**src/rtl/param_fetch.sv**
```systemverilog
module param_fetch #(
  parameter int AW     = 24,
  parameter int DW     = 16,
  parameter int NWORDS = 12,
  parameter int LENW   = 4
) (
  input  logic          clk,
  input  logic          rst_n,
  input  logic          cmd_wr,
  input  logic [3:0]    cmd_wdata,
  input  logic          adr_lo_wr,
  input  logic [DW-1:0] adr_lo_wdata,
  input  logic          adr_hi_wr,
  input  logic [AW-DW-1:0] adr_hi_wdata,
  input  logic          dir_wr,
  input  logic [1:0]    dir_sel,
  input  logic [AW-1:0] dir_wdata,
  output logic          mem_req,
  output logic [AW-1:0] mem_addr,
  input  logic          mem_gnt,
  input  logic          mem_rvalid,
  input  logic [DW-1:0] mem_rdata,
  output logic [DW-1:0] mode,
  output logic [AW-1:0] rx_base,
  output logic [AW-1:0] tx_base,
  output logic [LENW-1:0] rx_len,
  output logic [LENW-1:0] tx_len,
  output logic          init_done,
  output logic          fetch_busy,
  output logic          irq,
  output logic          tx_on,
  output logic          rx_on
);
  localparam int HW = AW - DW;
  localparam int IW = $clog2(NWORDS);

  typedef enum logic [1:0] {S_IDLE, S_REQ, S_WAIT, S_FIN} state_t;
  state_t state;

  logic [DW-1:0] adr_lo;
  logic [HW-1:0] adr_hi;
  logic [AW-1:0] fbase;
  logic [IW-1:0] idx;
  logic ien, started, init_ok;

  wire do_init = cmd_wr && cmd_wdata[0] && state == S_IDLE;

  assign mem_req    = state == S_REQ;
  assign mem_addr   = fbase + AW'({idx, 1'b0});
  assign fetch_busy = state != S_IDLE;
  assign irq        = init_done && ien;
  assign rx_on      = started && init_ok && !mode[0];
  assign tx_on      = started && init_ok && !mode[1];

  always_ff @(posedge clk) begin
    if (!rst_n) begin
      state <= S_IDLE;
      adr_lo <= '0;
      adr_hi <= '0;
      fbase <= '0;
      idx <= '0;
      ien <= 1'b0;
      started <= 1'b0;
      init_ok <= 1'b0;
      init_done <= 1'b0;
      mode <= '0;
      rx_base <= '0;
      tx_base <= '0;
      rx_len <= '0;
      tx_len <= '0;
    end else begin
      if (cmd_wr) begin
        ien <= cmd_wdata[2];
        if (cmd_wdata[1]) started <= 1'b1;
        if (cmd_wdata[3]) init_done <= 1'b0;
      end
      if (adr_lo_wr) adr_lo <= adr_lo_wdata;
      if (adr_hi_wr) adr_hi <= adr_hi_wdata;
      if (dir_wr) begin
        unique case (dir_sel)
          2'd0: mode <= dir_wdata[DW-1:0];
          2'd1: rx_base <= {dir_wdata[AW-1:3], 3'b000};
          2'd2: tx_base <= {dir_wdata[AW-1:3], 3'b000};
          default: begin
            rx_len <= dir_wdata[2*LENW-1:LENW];
            tx_len <= dir_wdata[LENW-1:0];
          end
        endcase
      end
      unique case (state)
        S_IDLE: if (do_init) begin
          state <= S_REQ;
          idx <= '0;
          fbase <= {adr_hi, adr_lo};
          init_ok <= 1'b0;
          init_done <= 1'b0;
        end
        S_REQ: if (mem_gnt) state <= S_WAIT;
        S_WAIT: if (mem_rvalid) begin
          if (idx == IW'(0)) mode <= mem_rdata;
          if (idx == IW'(1)) rx_base[DW-1:0] <= {mem_rdata[DW-1:3], 3'b000};
          if (idx == IW'(2)) tx_base[DW-1:0] <= {mem_rdata[DW-1:3], 3'b000};
          if (idx == IW'(3)) begin
            rx_base[AW-1:DW] <= mem_rdata[HW-1:0];
            tx_base[AW-1:DW] <= mem_rdata[HW-1:0];
            tx_len <= mem_rdata[HW+LENW-1:HW];
            rx_len <= mem_rdata[HW+2*LENW-1:HW+LENW];
          end
          if (idx == IW'(NWORDS-1)) state <= S_FIN;
          else begin
            idx <= idx + 1'b1;
            state <= S_REQ;
          end
        end
        default: begin
          init_done <= 1'b1;
          init_ok <= 1'b1;
          state <= S_IDLE;
        end
      endcase
    end
  end

  p_req_hold_r2: assert property (@(posedge clk) disable iff (!rst_n)
    mem_req && !mem_gnt |=> mem_req && $stable(mem_addr));

  p_done_late_r3: assert property (@(posedge clk) disable iff (!rst_n)
    $rose(init_done) |-> !mem_req && !$past(mem_req) && !fetch_busy);

  p_ack_clears_r5: assert property (@(posedge clk) disable iff (!rst_n)
    cmd_wr && cmd_wdata[3] && !fetch_busy |=> !init_done && !irq);

  p_off_in_fetch_r10: assert property (@(posedge clk) disable iff (!rst_n)
    fetch_busy |-> !tx_on && !rx_on);
endmodule

```
**config.mk**
```make
export PLATFORM = sky130hd
export DESIGN_NAME = param_fetch
export DESIGN_NICKNAME = d
export VERILOG_FILES = /design/src/rtl/param_fetch.sv
export SDC_FILE = /design/constraint.sdc
export NUM_CORES = 1
export LEC_CHECK = 0
export BUFFER_PORTS_ARGS = -buffer_cell sky130_fd_sc_hd__buf_4
export CORE_ASPECT_RATIO = 2
export CORE_UTILIZATION = 25
export CTS_CLUSTER_DIAMETER = 80
export DETAILED_ROUTE_END_ITERATION = 8
export GPL_TIMING_DRIVEN = 0
export HOLD_SLACK_MARGIN = 0.12
export SLEW_MARGIN = 40
export SYNTH_ARGS = -nofsm -noshare
export SYNTH_HDL_FRONTEND = slang
export SYNTH_SLANG_ARGS = --single-unit
```
**constraint.sdc**
```tcl
create_clock -name clk -period 4.31 [get_ports clk]
set_input_delay 0 -clock clk [delete_from_list [all_inputs] [get_ports clk]]
set_output_delay 0 -clock clk [all_outputs]
set_load 0.02 [all_outputs]
```
==> flow_metrics.tcl <==
set metrics [dict create \
    start_util_pct 25.58 \
    internal_power_mw 2.618 \
    ctsHoldBuffers 97 \
    cts-buffers-inserted 17 \
    swShare_pct 28.50 \
    synth_top_flop_cell "dfxtp_1" \
    critPathCaptureType "flop" \
    gp_congestion 0.7920 \
    synth_edf_count 0 \
    crit_fanout 10 \
    cts_setup_buffers 0 \
    cts_resized 0 \
    hpwl_mm 16.13 \
    gr-total-overflow 0 \
    synth_cells 642 \
    worst-path-buf-inv 3 \
    crit_slowest_cell "dlygate4sd3_1" \
    io_pins 180 \
    grtUsageMet2_pct 37.21 \
    fmax_mhz 353.3 \
    total_leakage_power_nw 4.268 \
    tightest_slew_ps 807.1 \
    vias 5667 \
    antenna_found_initial 0 \
    worstSkewPairLatency_ps 420 \
    clk_path_buf_depth 2 \
    synth.distinct_cells 41 \
    final_cell_mix "buf_4, nand2_1, dfxtp_1, dlygate4sd3_1, mux2i_1" \
    track_usage_pct 18.04 \
    drc_errors 0 \
    vias_per_cell 4.615 \
    synth_seq_cells 130 \
    setup_tns_ps 0 \
    min_path_type "in2reg" \
    totalWireLength_mm 21.01 \
    layout.cells.non_filler 1228 \
    syn_avg_cell_area_sq_um 9.099 \
    die_w_microns 110.1 \
    grt_max_degree 17 \
    min_period_ps 2830 \
    dieArea_sq_um 24020 \
    h-tree-depth 4 \
    p_clk_share_pct 41.0 \
    cpMostUsedCell "nand2_1" \
    area_growth_syn_to_layout_pct 55.75 \
    first_global_vias 5851 \
    grt.met3_usage_pct 3.340 \
    cts_root_buf "clkbuf_16" \
    fp-row-count 78 \
    finClkSkew_ps 13.78 \
    final_common_cell "buf_4" \
    worstSetupPathType "reg2reg" \
    nFillCells 2372 \
    arrival_ps 3130 \
    fin_crit_sh_pct 65.67 \
    antenna_left 0 \
    drtIter0Drc 143 \
    pwr-share-seq_pct 37.1 \
    drive_above_1_share_pct 22.78 \
    coreArea_sq_um 22840 \
    fp.dieH_microns 218.2 \
    hold_viol_final 0 \
    slowest_delay_ps 580 \
    multi_input_area_sq_um 3053 \
    clkSinkCount 130 \
    max_slew_margin_pct 46.11 \
    slew_violations 0 \
    regArea_sq_um 2603 \
    n_antenna_cell 0 \
    cp_cell_sequence "inv_1 > ha_1 > and4bb_1 > nand2_1 > nand2_1 > clkbuf_1 > o21ai_0 > dlygate4sd3_1" \
    placed_cells 1099 \
    max-cap-violations 0 \
    layout.nets 1026 \
    vdd_ir_drop_max_v 0.0002202 \
    synth_nets 733 \
    met1_usage_pct 16.69 \
    dr.pass1.iters 4 \
    syn_area_sq_um 5842 \
    yosysWarningCount 0 \
    grt_pass1_wl_mm 31.91 \
    grt.busiest_layer "met2" \
    setup_violations 0 \
    async_reset_ff_share_pct 0 \
    wire_per_inst_microns 17.11 \
    clk_pin_slew_ps 60 \
    seq_area_frac_synth_pct 44.55 \
    startpoint_type "flop" \
    power.share.combinational_pct 22.0 \
    critical_path.top_delay_family "buffers and inverters" \
    cts_tree "yes" \
    crit_required_ps 4610 \
    status "finished, final reports clean" \
    cellPowerDensity_nw_per_um2 402.4 \
    p_sw_mw 1.043 \
    portBuffers 177 \
    rsz0062_at_grt "false" \
]
## worst min-delay path, cell delays in order
cell,delay (ps)
buf_4,90
and3_1,270
nand2_1,80
o21ai_0,50
## cells by family (layout without fill, tap and decap cells)
logic type / Yosys count / count (layout) / share of synthesized area, %
simple gates: 236 / 236 / 18.98
flops: 130 / 130 / 44.55
compound gates: 120 / 120 / 14.35
mux: 76 / 76 / 13.02
buf+inv: 47 / 353 / 3.191
xor+xnor: 20 / 20 / 2.999
fa+ha+maj: 13 / 13 / 2.913
## cell type report
cell class,instances,area share (%)
plain buffers,39,1.719
clock buffers,23,5.253
clock inverters,9,1.416
inverters,8,0.3300
multi-input cells,465,33.55
flip-flops and latches,130,28.60
well taps,280,3.850
repair buffers,274,25.28
## state kept, by name (all words and copies together) (netlist names), 2 cells and up
name and count:
adr_hi 8, rx_base 24, fbase 24, tx_base 24, tx_len 4, idx 4, adr_lo 16, rx_len 4
state 2, mode 16
## layer usage
layer / wire [microns] / vias up
li1: - / 2809
met4: 331 / 0
met5: 0 / -
met1: 7375 / 2696
met3: 809 / 16
met2: 12500 / 146
## power groups by stage
| stage | Combinational [mW] | Sequential (mW) | Clock (mW) |
|---|---|---|---|
| 4_1_cts | 0.815 | 1.36 | 1.53 |
| 3_5_place_dp | 0.735 | 1.38 | 0 |
| 3_3_place_gp | 0.729 | 1.38 | 0 |
| 5_1_grt | 0.883 | 1.37 | 1.59 |
| 6_report | 0.804 | 1.36 | 1.50 |
| 2_1_floorplan | 0.375 | 1.42 | 0 |
## worst paths after layout
| path | start | end | slack (ps) | cells past startpoint |
|---|---|---|---|---|
| worst min register to register | adr_lo[6]$_SDFFE_PN0P_ | fbase[6]$_SDFFE_PN0P_ | 460 | 2 |
| worst max register to register | state[0]$_SDFFE_PN0P_ | tx_base[12]$_SDFF_PN0_ | 1480 | 8 |
| worst max-delay path | state[0]$_SDFFE_PN0P_ | tx_base[12]$_SDFF_PN0_ | 1480 | 8 |
| worst min-delay path | rst_n | tx_base[3]$_SDFF_PN0_ | 110 | 4 |
## metrics by stage
step | total power, mW | hold WS, ps | utilization, % | instance area [sq um] | setup slack [ps]
after floorplan | 1.798 | 108.6 | - | 5842 | 2376
after global placement | 2.109 | 235.4 | 32.93 | 7521 | 1992
after detailed placement | 2.119 | 243.1 | 32.93 | 7521 | 1987
after CTS | 3.705 | 121.3 | 39.84 | 9099 | 1435
after global routing | 3.838 | 153.5 | 39.84 | 9099 | 1189
final | 3.661 | 110.8 | 39.84 | 9099 | 1480
## synthesized netlist by cell type, types with 2 or more instances
cell,number,area [sq um]
a21boi_0,26,195.2
a21oi_1,6,30.03
a31oi_1,16,100.1
and2_1,5,31.28
and3_1,6,37.54
and4_1,3,26.28
buf_2,5,25.02
clkbuf_1,32,120.1
dfxtp_1,130,2603
ha_1,12,150.1
inv_1,8,30.03
mux2i_1,76,760.7
nand2_1,147,551.8
nand3_1,12,60.06
nand4_1,8,50.05
nor2_1,7,26.28
nor2b_1,30,187.7
nor3_1,2,10.01
nor3b_1,7,52.55
o211a_1,25,250.2
o21ai_0,40,200.2
or3_1,2,12.51
xnor2_1,17,148.9
xor2_1,3,26.28
Note: power is estimated with default switching activity, not from simulation.
